===== src/rtl/irq_dest_pkg.sv =====
package irq_dest_pkg;

  localparam int unsigned BYTE_W = 8;
  localparam logic [3:0]  MODEL_FLAT    = 4'hF;
  localparam logic [3:0]  MODEL_CLUSTER = 4'h0;
  localparam logic [7:0]  DEST_EVERY    = 8'hFF;

  typedef enum logic [2:0] {
    DLV_FIXED  = 3'd0,
    DLV_LOWEST = 3'd1,
    DLV_SMI    = 3'd2,
    DLV_RSVD   = 3'd3,
    DLV_NMI    = 3'd4,
    DLV_INIT   = 3'd5,
    DLV_START  = 3'd6,
    DLV_EXT    = 3'd7
  } dlv_e;

  typedef enum logic [1:0] {
    SH_DEST   = 2'd0,
    SH_SELF   = 2'd1,
    SH_ALL    = 2'd2,
    SH_OTHERS = 2'd3
  } shorthand_e;

  typedef struct packed {
    logic [7:0] dest;
    shorthand_e sh;
    logic       trig;
    logic       level;
    logic       dmode;
    dlv_e       dlv;
    logic [7:0] vector;
  } msg_t;

  // Split the two command halves into message fields.
  function automatic msg_t decode_msg(input logic [31:0] lo, input logic [31:0] hi);
    msg_t m;
    m.vector = lo[7:0];
    m.dlv    = dlv_e'(lo[10:8]);
    m.dmode  = lo[11];
    m.level  = lo[14];
    m.trig   = lo[15];
    m.sh     = shorthand_e'(lo[19:18]);
    m.dest   = hi[31:24];
    return m;
  endfunction

  // Logical match of one target against a destination byte.
  function automatic logic logical_hit(input logic [7:0] dest, input logic [7:0] ldr,
                                       input logic [3:0] model);
    logic hit;
    case (model)
      MODEL_FLAT:    hit = |(dest & ldr);
      MODEL_CLUSTER: hit = (dest[7:4] == ldr[7:4]) && |(dest[3:0] & ldr[3:0]);
      default:       hit = 1'b0;
    endcase
    return hit;
  endfunction

  function automatic logic is_deassert(input msg_t m);
    return (m.dlv == DLV_INIT) && !m.level && m.trig;
  endfunction

endpackage


===== src/rtl/idr_target_table.sv =====
module idr_target_table
  import irq_dest_pkg::*;
#(
  parameter int unsigned NUM_TGT = 8,
  parameter int unsigned IDX_W   = $clog2(NUM_TGT)
) (
  input  logic                          clk,
  input  logic                          rst_n,
  input  logic                          cfg_we,
  input  logic [IDX_W-1:0]              cfg_sel,
  input  logic [BYTE_W-1:0]             cfg_id,
  input  logic [BYTE_W-1:0]             cfg_ldr,
  input  logic [3:0]                    cfg_model,
  input  logic [NUM_TGT-1:0]            arb_load,
  output logic [NUM_TGT-1:0][BYTE_W-1:0] ids,
  output logic [NUM_TGT-1:0][BYTE_W-1:0] ldrs,
  output logic [NUM_TGT-1:0][3:0]       models,
  output logic [NUM_TGT-1:0][BYTE_W-1:0] arbs
);

  for (genvar i = 0; i < NUM_TGT; i++) begin : g_tgt
    logic hit_wr;
    assign hit_wr = cfg_we && (cfg_sel == IDX_W'(i));

    always_ff @(posedge clk) begin
      if (!rst_n) begin
        ids[i]    <= BYTE_W'(i);
        ldrs[i]   <= '0;
        models[i] <= MODEL_FLAT;
      end else if (hit_wr) begin
        ids[i]    <= cfg_id;
        ldrs[i]   <= cfg_ldr;
        models[i] <= cfg_model;
      end
    end

    always_ff @(posedge clk) begin
      if (!rst_n)           arbs[i] <= '0;
      else if (arb_load[i]) arbs[i] <= ids[i];
    end

    AST_ARB_HOLD: assert property (@(posedge clk) disable iff (!rst_n)
      !arb_load[i] |=> $stable(arbs[i]));
    AST_ARB_COPY: assert property (@(posedge clk) disable iff (!rst_n)
      arb_load[i] |=> arbs[i] == $past(ids[i]));
  end

endmodule


===== src/rtl/idr_select.sv =====
module idr_select
  import irq_dest_pkg::*;
#(
  parameter int unsigned NUM_TGT = 8,
  parameter int unsigned IDX_W   = $clog2(NUM_TGT)
) (
  input  msg_t                           msg,
  input  logic [NUM_TGT-1:0][BYTE_W-1:0] ids,
  input  logic [NUM_TGT-1:0][BYTE_W-1:0] ldrs,
  input  logic [NUM_TGT-1:0][3:0]        models,
  input  logic [IDX_W-1:0]               sender,
  output logic [NUM_TGT-1:0]             addr_mask,
  output logic [NUM_TGT-1:0]             final_mask,
  output logic                           deassert
);

  localparam logic [NUM_TGT-1:0] ONE = NUM_TGT'(1);

  function automatic logic [NUM_TGT-1:0] lowest_one(input logic [NUM_TGT-1:0] v);
    return v & (~v + ONE);
  endfunction

  logic [NUM_TGT-1:0] phys_hit, log_hit, dest_mask, self_bit;

  for (genvar i = 0; i < NUM_TGT; i++) begin : g_match
    assign phys_hit[i] = (ids[i] == msg.dest);
    assign log_hit[i]  = logical_hit(msg.dest, ldrs[i], models[i]);
  end

  assign self_bit = ONE << sender;
  assign deassert = is_deassert(msg);

  always_comb begin
    if (msg.dmode)                dest_mask = log_hit;
    else if (msg.dest == DEST_EVERY) dest_mask = '1;
    else                          dest_mask = lowest_one(phys_hit);

    case (msg.sh)
      SH_DEST:   addr_mask = dest_mask;
      SH_SELF:   addr_mask = self_bit;
      SH_ALL:    addr_mask = '1;
      default:   addr_mask = ~self_bit;
    endcase

    if (deassert || msg.dlv == DLV_RSVD) final_mask = '0;
    else if (msg.dlv == DLV_LOWEST)      final_mask = lowest_one(addr_mask);
    else                                 final_mask = addr_mask;
  end

endmodule


===== src/rtl/idr_out_stage.sv =====
module idr_out_stage #(
  parameter int unsigned NUM_TGT = 8
) (
  input  logic               clk,
  input  logic               rst_n,
  input  logic               send,
  input  logic [NUM_TGT-1:0] final_mask,
  input  logic [7:0]         vector,
  input  logic [2:0]         dlv,
  input  logic               dmode,
  input  logic               level,
  input  logic               trig,
  output logic               out_valid,
  output logic [NUM_TGT-1:0] out_mask,
  output logic [7:0]         out_vector,
  output logic [2:0]         out_dlv,
  output logic               out_dest_mode,
  output logic               out_level,
  output logic               out_trig
);

  logic fire;
  assign fire = send && (|final_mask);

  always_ff @(posedge clk) begin
    if (!rst_n) begin
      out_valid <= 1'b0;
      out_mask  <= '0;
    end else begin
      out_valid <= fire;
      out_mask  <= fire ? final_mask : '0;
    end
  end

  always_ff @(posedge clk) begin
    if (!rst_n) begin
      out_vector    <= '0;
      out_dlv       <= '0;
      out_dest_mode <= 1'b0;
      out_level     <= 1'b0;
      out_trig      <= 1'b0;
    end else if (send) begin
      out_vector    <= vector;
      out_dlv       <= dlv;
      out_dest_mode <= dmode;
      out_level     <= level;
      out_trig      <= trig;
    end
  end

  AST_VALID_NONEMPTY: assert property (@(posedge clk) disable iff (!rst_n)
    out_valid |-> out_mask != '0);
  AST_QUIET_MASK: assert property (@(posedge clk) disable iff (!rst_n)
    !out_valid |-> out_mask == '0);
  AST_VALID_FROM_SEND: assert property (@(posedge clk) disable iff (!rst_n)
    !send |=> !out_valid);

endmodule


===== src/rtl/irq_dest_resolver.sv =====
module irq_dest_resolver
  import irq_dest_pkg::*;
#(
  parameter int unsigned NUM_TGT = 8,
  parameter int unsigned IDX_W   = $clog2(NUM_TGT)
) (
  input  logic                      clk,
  input  logic                      rst_n,
  input  logic                      cfg_we,
  input  logic [IDX_W-1:0]          cfg_sel,
  input  logic [7:0]                cfg_id,
  input  logic [7:0]                cfg_ldr,
  input  logic [3:0]                cfg_model,
  input  logic                      cmd_hi_we,
  input  logic                      cmd_lo_we,
  input  logic [31:0]               cmd_wdata,
  input  logic [IDX_W-1:0]          sender_idx,
  output logic                      out_valid,
  output logic [NUM_TGT-1:0]        out_mask,
  output logic [7:0]                out_vector,
  output logic [2:0]                out_dlv,
  output logic                      out_dest_mode,
  output logic                      out_level,
  output logic                      out_trig,
  output logic [NUM_TGT*BYTE_W-1:0] arb_ids
);

  logic [31:0] hi_q;
  msg_t        msg;
  logic [NUM_TGT-1:0][BYTE_W-1:0] ids, ldrs, arbs;
  logic [NUM_TGT-1:0][3:0]        models;
  logic [NUM_TGT-1:0]             addr_mask, final_mask, arb_load;
  logic                           deassert;

  always_ff @(posedge clk) begin
    if (!rst_n)         hi_q <= '0;
    else if (cmd_hi_we) hi_q <= cmd_wdata;
  end

  assign msg      = decode_msg(cmd_wdata, hi_q);
  assign arb_load = (cmd_lo_we && deassert) ? addr_mask : '0;
  assign arb_ids  = arbs;

  idr_target_table #(.NUM_TGT(NUM_TGT), .IDX_W(IDX_W)) u_table (
    .clk(clk), .rst_n(rst_n), .cfg_we(cfg_we), .cfg_sel(cfg_sel),
    .cfg_id(cfg_id), .cfg_ldr(cfg_ldr), .cfg_model(cfg_model),
    .arb_load(arb_load), .ids(ids), .ldrs(ldrs), .models(models), .arbs(arbs)
  );

  idr_select #(.NUM_TGT(NUM_TGT), .IDX_W(IDX_W)) u_select (
    .msg(msg), .ids(ids), .ldrs(ldrs), .models(models), .sender(sender_idx),
    .addr_mask(addr_mask), .final_mask(final_mask), .deassert(deassert)
  );

  idr_out_stage #(.NUM_TGT(NUM_TGT)) u_out (
    .clk(clk), .rst_n(rst_n), .send(cmd_lo_we), .final_mask(final_mask),
    .vector(msg.vector), .dlv(msg.dlv), .dmode(msg.dmode),
    .level(msg.level), .trig(msg.trig),
    .out_valid(out_valid), .out_mask(out_mask), .out_vector(out_vector),
    .out_dlv(out_dlv), .out_dest_mode(out_dest_mode),
    .out_level(out_level), .out_trig(out_trig)
  );

  AST_LOWEST_SINGLE: assert property (@(posedge clk) disable iff (!rst_n)
    (out_valid && out_dlv == DLV_LOWEST) |-> $countones(out_mask) == 1);
  AST_RSVD_SILENT: assert property (@(posedge clk) disable iff (!rst_n)
    out_valid |-> out_dlv != DLV_RSVD);
  AST_DEASSERT_SILENT: assert property (@(posedge clk) disable iff (!rst_n)
    (out_valid && out_dlv == DLV_INIT) |-> !(!out_level && out_trig));
  AST_HI_NO_SEND: assert property (@(posedge clk) disable iff (!rst_n)
    (cmd_hi_we && !cmd_lo_we) |=> !out_valid);
  AST_SELF_ONLY: assert property (@(posedge clk) disable iff (!rst_n)
    (cmd_lo_we && msg.sh == SH_SELF && msg.dlv == DLV_FIXED)
      |=> out_mask == $past(NUM_TGT'(1) << sender_idx));

endmodule


===== config.mk =====
export PLATFORM = sky130hd
export DESIGN_NAME = irq_dest_resolver
export DESIGN_NICKNAME = d
export VERILOG_FILES = /design/src/rtl/irq_dest_pkg.sv /design/src/rtl/idr_target_table.sv /design/src/rtl/idr_select.sv /design/src/rtl/idr_out_stage.sv /design/src/rtl/irq_dest_resolver.sv
export SDC_FILE = /design/constraint.sdc
export NUM_CORES = 1
export LEC_CHECK = 0
export BUFFER_PORTS_ARGS = -buffer_cell sky130_fd_sc_hd__buf_2
export CORE_MARGIN = 5
export CORE_UTILIZATION = 60
export CTS_CLUSTER_SIZE = 24
export DETAILED_ROUTE_END_ITERATION = 10
export GPL_TIMING_DRIVEN = 0
export PLACE_DENSITY = 0.93
export SLEW_MARGIN = 40
export SYNTH_ARGS = -nofsm -noshare
export SYNTH_HDL_FRONTEND = slang
export SYNTH_SLANG_ARGS = --single-unit

===== constraint.sdc =====
create_clock -name clk -period 4.85 [get_ports clk]
set_input_delay 0.2425 -clock clk [delete_from_list [all_inputs] [get_ports clk]]
set_output_delay 0.2425 -clock clk [all_outputs]
set_load 0.1 [all_outputs]

Word-level counts from Yosys, hierarchy flattened
Cells that the tools add are included.
{"block": "classes", "add_sub_neg": 2, "mul": 0, "div_mod_pow": 0, "n_lt_le_gt_ge": 0, "n_eq_ne": 37, "shift": 1, "muxes": 14, "n_bitwise": 21, "n_reduce_logical": 50}
{"cell": "8-bit bitwise AND", "n": 10}
{"cell": "8-bit OR reduction", "n": 9}
{"cell": "8-bit equality test", "n": 8}
{"cell": "8-bit two-way mux", "n": 5}
{"cell": "4-bit bitwise AND", "n": 8}
{"cell": "4-bit equality test", "n": 8}
{"cell": "4-bit equality test (second input constant)", "n": 8}
{"cell": "4-bit zero test", "n": 8}
{"cell": "4-bit OR reduction", "n": 8}
{"cell": "8-bit NOT", "n": 3}
{"cell": "8-bit case mux with 3 select lines", "n": 1}
{"cell": "1-bit logical AND", "n": 20}
{"cell": "8-bit by 1-bit adder with 8-bit output (second input constant)", "n": 2}
{"cell": "1-bit case mux with 2 select lines", "n": 8}
{"cell": "3-bit equality test (second input constant)", "n": 5}
{"cell": "3-bit by 2-bit equality test with 1-bit output (second input constant)", "n": 3}
{"cell": "8-bit equality test (second input constant)", "n": 1}
{"cell": "1-bit by 3-bit << shifter with 8-bit output (first input constant)", "n": 1}
{"cell": "3-bit by 1-bit equality test with 1-bit output (second input constant)", "n": 2}
{"cell": "3-bit zero test", "n": 1}
{"cell": "2-bit by 1-bit equality test with 1-bit output (second input constant)", "n": 1}
{"cell": "2-bit equality test (second input constant)", "n": 1}
{"cell": "2-bit zero test", "n": 1}
{"cell": "2-bit AND reduction", "n": 1}
{"cell": "other kinds (2)", "n": 2}
{"block": "totals", "reg_bits": 279, "latch_bits": 0, "mem_bits_rw": 0, "romBits": 0, "in_bits": 63, "output_inout_bits": 87, "word_cells": 165, "n_memories": 0}

Logic depth before layout (Yosys ltp)
Gate-level depths: netlist of the first run.
{"block": "logic_depth", "depth_word": 15, "mapped_depth": 11, "depth_no_buf": 9}

Cells and area by module
Synthesis of the first run repeated with hierarchy kept, for this count alone.
{"block": "unflattened", "cells_unflattened": 1155, "area_unflattened_um2": 11836.4}
{"module": "idr_target_table", "instances": 1, "cells_each": 764, "area_per_inst_um2": 8315.5, "seq_area_each_um2": 4484.3}
{"module": "idr_select", "instances": 1, "cells_each": 290, "area_per_inst_um2": 2359.8, "seq_area_each_um2": 0.0}
{"module": "idr_out_stage", "instances": 1, "cells_each": 68, "area_per_inst_um2": 809.5, "seq_area_each_um2": 460.4}
{"module": "irq_dest_resolver", "instances": 1, "cells_each": 33, "area_per_inst_um2": 351.6, "seq_area_each_um2": 160.2}

Least setup slack after synthesis of the first run
OpenSTA, ideal clock, no wires.
{"block": "synth_path", "kind": "reg2reg", "start": "register hi_q[29]", "end": "register u_table.arbs[10] (netlist name)", "arrival_time_ns": 2.406, "path_slack_ns": 2.325, "path_stages_with_launch": 10, "n_path_buf": 0, "synth_period_minus_slack_ns": 2.525, "cell_sequence": "dfxtp_1 -> ha_1 -> or4_1 -> o21ai_1 -> a21oi_1 -> a211oi_1 -> nor2_1 -> nor2_4 -> mux2i_1 -> nor2b_1"}
{"block": "synth_via", "elab_chain_cells": 8, "word_cells_on_any_way": 15, "classes_between": "1 x add/sub; 4 x eq/ne; 5 x mux; 3 x bitwise; 2 x reduce/logical"}
{"element": "start: declaration", "line_no": "irq_dest_resolver.sv:28", "text": "logic [31:0] hi_q;"}
{"element": "start signal: assignment", "line_no": "irq_dest_resolver.sv:37", "text": "else if (cmd_hi_we) hi_q <= cmd_wdata;"}
{"element": "8-bit equality test", "line_no": "idr_select.sv:26", "text": "assign phys_hit[i] = (ids[i] == msg.dest);"}
{"element": "8-bit NOT", "line_no": "idr_select.sv:20", "text": "return v & (~v + ONE);"}
{"element": "8-bit by 1-bit adder with 8-bit output", "line_no": "idr_select.sv:20"}
{"element": "8-bit bitwise AND", "line_no": "idr_select.sv:20"}
{"element": "8-bit two-way mux", "line_no": "idr_select.sv:35", "text": "else if (msg.dest == DEST_EVERY) dest_mask = '1;"}
{"element": "8-bit two-way mux (*)", "line_no": "idr_select.sv:34", "text": "if (msg.dmode) dest_mask = log_hit;"}
{"element": "8-bit case mux with 3 select lines (*)", "line_no": "idr_select.sv:38", "text": "case (msg.sh)"}
{"element": "8-bit two-way mux (*)", "line_no": "irq_dest_resolver.sv:41", "text": "assign arb_load = (cmd_lo_we && deassert) ? addr_mask : '0;"}
{"element": "end signal: indexed assignment", "line_no": "idr_target_table.sv:39", "text": "else if (arb_load[i]) arbs[i] <= ids[i];"}
{"element": "end: declaration", "line_no": "idr_target_table.sv:18", "text": "output logic [NUM_TGT-1:0][BYTE_W-1:0] arbs"}
Mark *: on every way between the ends. The rest lies on a longest branch, timed or not.
A chain may end at the register's enable or synchronous reset.

Final worst setup path of the first run
{"block": "layout_path", "start": "register hi_q[28]", "end": "register u_table.arbs[33] (netlist name)"}
The elaborated chain is that of the path after synthesis.

==> results of run 1 <==
[how the worst max path moves through the flow]
| stage | cells after the start | from | to |
|---|---|---|---|
| global route | 9 | hi_q[28] | u_table.arbs[33] |
| global placement | 9 | hi_q[28] | u_table.arbs[14] |
| CTS | 9 | hi_q[28] | u_table.arbs[33] |
| floorplan | 9 | hi_q[29] | u_table.arbs[10] |
| detailed placement | 9 | hi_q[28] | u_table.arbs[13] |
| finish | 9 | hi_q[28] | u_table.arbs[33] |
[power by group through the flow]
stage / clock (mW) / sequential [mW] / combinational [mW]
after CTS: 2.05 / 2.19 / 0.520
final: 2.07 / 2.19 / 0.541
after global routing: 2.14 / 2.19 / 0.562
after global placement: 0 / 2.23 / 0.493
after detailed placement: 0 / 2.23 / 0.508
after floorplan: 0 / 2.30 / 0.279
[per-stage QoR]
stage	hold WS, ps	instance area (µm²)	cells
after global routing	16.2	13500	1764
after global placement	447	12500	1710
after CTS	0.789	13500	1760
final	2.15	13500	1766
after floorplan	412	11600	1330
after detailed placement	446	12500	1710
[what timing repair did]
action | CTS | global route
hold endpoints to repair | 3 | 0
hold buffers | 3 | 0
setup buffers | 0 | 0
[registers in the layout, summed over array words and instances (netlist names)]
name,count
u_table.arbs,64
u_table.ids,64
u_table.ldrs,64
u_table.models,32
hi_q,8
u_out.out_mask,8
u_out.out_vector,8
u_out.out_dlv,3
u_out.out_dest_mode,1
u_out.out_level,1
u_out.out_trig,1
u_out.out_valid,1
[kinds of logic (layout without fill, tap and decap cells)]
group	Yosys count	after routing	synth area share (%)
compound gates	181	181	11.5
xor+xnor	69	69	5.19
fa+ha+maj	32	32	3.44
buf+inv	106	271	4.39
flops	255	255	43.9
mux	87	87	7.48
other cells	0	6	0
simple gates	600	600	24.1
[worst max-delay path, stage by stage (launching register included)]
cell      delay (ps)
dfxtp_1          780
buf_4            380
xor2_1           100
nor4_1           560
nand2_1          210
a221oi_1         410
o21ai_2          180
nor2_4           330
mux2i_1          390
nor2b_1          150
[final cells by class]
cell class	instances	area (µm²)	share of cell area [%]
Timing Repair Buffer	118	606	4.49
Clock inverter	9	77.6	0.575
Sequential cell	255	5100	37.8
Tap cell	265	332	2.46
Clock buffer	38	817	6.06
Inverter	2	7.51	0.0557
Multi-Input combinational cell	969	6030	44.7
Antenna cell	6	15.0	0.111
Buffer	104	503	3.73
[metal layers]
| metal | part of all wire [%] | global-route usage, % | vias up |
|---|---|---|---|
| met3 | 13 | 8.45 | 263 |
| met5 | 0 | 0 | - |
| met2 | 44 | 51.8 | 890 |
| met4 | 8.5 | 23.5 | 0 |
| met1 | 34 | 38.5 | 4988 |
| li1 | - | - | 4762 |
[synth_stat cells, drive strengths merged (2+ instances only)]
library cell	instances	area share (%)
a211oi	5	0.37
a21boi	116	7.5
a21oi	11	0.47
a221oi	2	0.20
a22oi	14	0.90
a31oi	4	0.21
a32o	2	0.17
and2	2	0.11
and3	2	0.11
and4	2	0.15
buf	32	2.0
clkbuf	72	2.4
dfxtp	255	44
ha	32	3.4
inv	2	0.065
mux2i	87	7.5
nand2	364	12
nand2b	5	0.27
nand3	54	2.4
nand3b	3	0.19
nand4	17	0.91
nor2	21	0.89
nor2b	83	4.5
nor3	6	0.35
nor3b	5	0.32
nor4	24	1.4
o211ai	4	0.30
o21ai	11	0.51
o41ai	4	0.30
or2	3	0.16
or4	4	0.26
xnor2	35	2.6
xor2	34	2.6
==> flow_summary.ini, run 1 <==
[outcome]
status = finished clean

[timing]
max_freq_ghz = 0.274
worst_clock_skew_ps = 10.5
finalHoldViolations = 0
rsz0062_at_grt = false
relSlewSlack_pct = 43.2
fin_ws_ps = 1200
slew_viol_final = 0
tightest_slew_ps = 853
tns_ps = 0
finalSetupViolations = 0
period_needed_ps = 3650
final.period_utilization_pct = 75.3

[final_layout]
drive_gt1_share_pct = 14.2
finalNetCount = 1571
final_util_pct = 70.0
final_cell_mix = 364 x nand2_1, 255 x dfxtp_1, 123 x buf_2
area_growth_pct = 15.9
num-fill-cells = 1359
mostFrequentLayoutCell = nand2_1

[global_route]
grt_pass1_vias = 10700
overflow = 0
antenna_found_initial = 5
grt_start_max_net_pins = 15
grt_pass1_wl_mm = 57.5
grt_use_total_pct = 32.7

[floorplan]
start_util_pct = 60.4
die_area_mm2 = 0.0223
die_y_um = 149
die_w_um = 149
rows = 51
core_area_mm2 = 0.0193
ios = 150

[cts]
cts-root-buf = clkbuf_16
clock_latency_ps = 530
numCtsBuffers = 26
ctsResizeCount = 0
htreeDepth = 1
clk_pin_slew_ps = 60
cts_tree = done
cts_buffer_depth = 3
cts.sinks = 255

[yosys]
async_flop_share_pct = 0
ys.flop_type = dfxtp_1
synth_cells = 1330
synth_nets = 1425
seq_area_frac_synth_pct = 43.9
yosysWarningCount = 0
syn_area_mm2 = 0.0116
yosysUniqueCellTypes = 60
ys_ff_latch = 255
syn_area_per_cell_um2 = 8.75
synth_enable_flop_cells = 0

[placed_design]
io_buffers = 115
dp_hpwl_mm = 25.2
dpl_worst_slack_ps = 1580
routabilityCongestion = 0.986

[power_and_ir_drop]
total_leakage_power_nw = 5.53
seqPwrFrac_pct = 45.6
powerDensity_mw_per_mm2 = 356
clkPwrFrac_pct = 43.1
power_mw = 4.80
internal_power_mw = 3.53
vdd_ir_drop_max_v = 0.000232
p_sw_mw = 1.27
switching_share_pct = 26.5
p_comb_share_pct = 11.3

[flow_run]
cap_violations = 0

[route]
vias = 10900
drc = 0
wl_per_cell_um = 21.5
wl_mm = 37.9
drt-initial-drc-count = 1346
via_per_inst = 6.17
ant_nets = 0
drt_first_pass_iters = 9

[worst_hold_path]
hold_class = in2reg
hold_path_depth = 3
hp-start = cmd_wdata[2]
whs_endpoint = u_out.out_vector[2]

[setup_path]
path_max_fanout = 10
reg2reg_to = u_table.arbs[33]
reg2reg_depth = 9
crit_required_ps = 5240
crit-reg2reg-launch = hi_q[28]
cp-start-kind = flop
crit_type = reg2reg
cp.arrival_ps = 4040
endpoint_kind = flop
rrSetupSlack_ps = 1200
No activity file was read; power rests on OpenSTA's default activity.
==> run 2: changes to the inputs <==
--- a/config.mk
+++ b/config.mk
@@ -7,11 +7,11 @@
 export LEC_CHECK = 0
 export BUFFER_PORTS_ARGS = -buffer_cell sky130_fd_sc_hd__buf_2
 export CORE_MARGIN = 5
-export CORE_UTILIZATION = 60
+export CORE_UTILIZATION = 58
 export CTS_CLUSTER_SIZE = 24
 export DETAILED_ROUTE_END_ITERATION = 10
 export GPL_TIMING_DRIVEN = 0
-export PLACE_DENSITY = 0.93
+export PLACE_DENSITY = 0.91
 export SLEW_MARGIN = 40
 export SYNTH_ARGS = -nofsm -noshare
 export SYNTH_HDL_FRONTEND = slang
==> constraint.sdc (replaced) <==
create_clock -name clk -period 3.7 [get_ports clk]
set_input_delay 0.185 -clock clk [delete_from_list [all_inputs] [get_ports clk]]
set_output_delay 0.185 -clock clk [all_outputs]
set_load 0.1 [all_outputs]
==> flow_summary.ini, run 2 (synthesis results as in run 1) <==
[outcome]
status = finished clean

[final_layout]
finalInstanceArea_mm2 = 0.0137
num-fill-cells = 1321
area_growth_pct = 17.5
finalNetCount = 1586
largest_registers = u_table.arbs x64, u_table.ids x64, u_table.ldrs x64
final_cell_mix = 364 x nand2_1, 255 x dfxtp_1, 123 x buf_2
drive_gt1_share_pct = 14.0
mostFrequentLayoutCell = nand2_1
fin_cells = 1780

[cts]
clk_pin_slew_ps = 60
clock_latency_ps = 530
cts.sinks = 255
numCtsBuffers = 26
post_cts.repair.setup_buffers = 0
cts-root-buf = clkbuf_16
cts_buffer_depth = 3
htreeDepth = 1
cts_tree = done

[floorplan]
start_util_pct = 59.4
die_w_um = 152
ios = 150
rows = 51
die_y_um = 152
die_area_mm2 = 0.0230
core_area_mm2 = 0.0196

[global_route]
grt_pass1_vias = 10900
grt_start_max_net_pins = 15
overflow = 0
met1_usage_pct = 38.2
grt_pass1_wl_mm = 59.7
antenna_found_initial = 5
gr-usage-met3_pct = 9.25
gr-max-usage-layer = met2
grt_use_total_pct = 33.8
grt.met2_usage_pct = 53.3

[timing]
slew_viol_final = 0
final.period_utilization_pct = 93.4
finalHoldViolations = 0
period_needed_ps = 3460
relSlewSlack_pct = 37.8
max_freq_ghz = 0.289
tns_ps = 0
tightest_slew_ps = 923
finalSetupViolations = 0
rsz0062_at_grt = false
worst_clock_skew_ps = 12.1

[setup_path]
path_max_fanout = 10
cp-startpoint = hi_q[28]
endpoint_kind = flop
reg2reg_to = u_table.arbs[45]
cp.arrival_ps = 3870
rrSetupSlack_ps = 240
crit-reg2reg-launch = hi_q[28]
crit_required_ps = 4120
cp-start-kind = flop
crit_path_end = u_table.arbs[45]
reg2reg_depth = 10
crit_type = reg2reg

[placed_design]
io_buffers = 115
routabilityCongestion = 1.02
place_inst = 1710
place_area_mm2 = 0.0125
dp_hpwl_mm = 25.5

[route]
drt-initial-drc-count = 1407
wl_mm = 39.6
drc = 0
vias = 11000
wl_per_cell_um = 22.3
ant_nets = 0
drt_first_pass_iters = 6
via_per_inst = 6.18

[flow_run]
cap_violations = 0

[power_and_ir_drop]
total_leakage_power_nw = 5.62
power_mw = 6.47
vdd_ir_drop_max_v = 0.000340
powerDensity_mw_per_mm2 = 473

[worst_hold_path]
hold_class = in2reg
[run 2: how the worst min path moves through the flow]
| stage | startpoint | endpoint | slack (ps) | cells past startpoint |
|---|---|---|---|---|
| 5_1_grt | cfg_ldr[6] | u_table.ldrs[14] | 7 | 3 |
| 3_3_place_gp | cmd_wdata[3] | u_out.out_vector[3] | 450 | 3 |
| 3_5_place_dp | u_table.arbs[56] | u_table.arbs[56] | 450 | 2 |
| 2_1_floorplan | cmd_wdata[8] | u_out.out_dlv[0] | 350 | 2 |
| 4_1_cts | cfg_ldr[7] | u_table.ldrs[31] | 1 | 3 |
| 6_report | cfg_ldr[4] | u_table.ldrs[60] | 10 | 3 |
[run 2: area by class of cell]
cell class	instances	area, µm²	area share, %
plain buffers	104	503	3.68
repair buffers	133	756	5.52
clock buffers	37	783	5.73
flip-flops and latches	255	5100	37.3
clock inverters	11	158	1.15
multi-input cells	969	6030	44.1
diodes	4	10.0	0.0732
inverters	2	7.51	0.0549
well taps	265	332	2.42
[run 2: critical path, stage by stage (launching register included)]
cell	delay, ps
dfxtp_1	750
buf_4	420
xor2_1	140
nor4_1	560
nand2_1	170
and3_1	230
a221o_1	330
nand3b_1	180
buf_4	240
mux2i_1	240
nor2b_1	70
[run 2: stage by stage]
step           util, %  worst slack, ps  hold slack [ps]
2_1_floorplan        -             1170              355
3_3_place_gp      64.1              586              445
3_5_place_dp      64.1              515              449
4_1_cts           69.8              396             1.10
5_1_grt           69.8              146             6.88
6_report          69.8              243             14.8
[run 2: repair_timing]
action,in CTS,in global routing
setup endpoints to repair,0,0
hold buffers,18,0
endpoints found under the hold margin,18,0
resized for setup,0,0
[run 2: metal layers]
layer	up-vias	part of all wire, %	wire length, µm
met5	-	0.073	29
met3	287	12	4760
met2	846	44	17300
li1	4797	-	-
met4	4	9.3	3670
met1	5074	35	13800
[run 2: report_power, final]
group	switching, mW	internal (mW)	total [mW]
registers	0.0591	2.81	2.87
logic	0.502	0.227	0.729
clock network	1.12	1.75	2.87
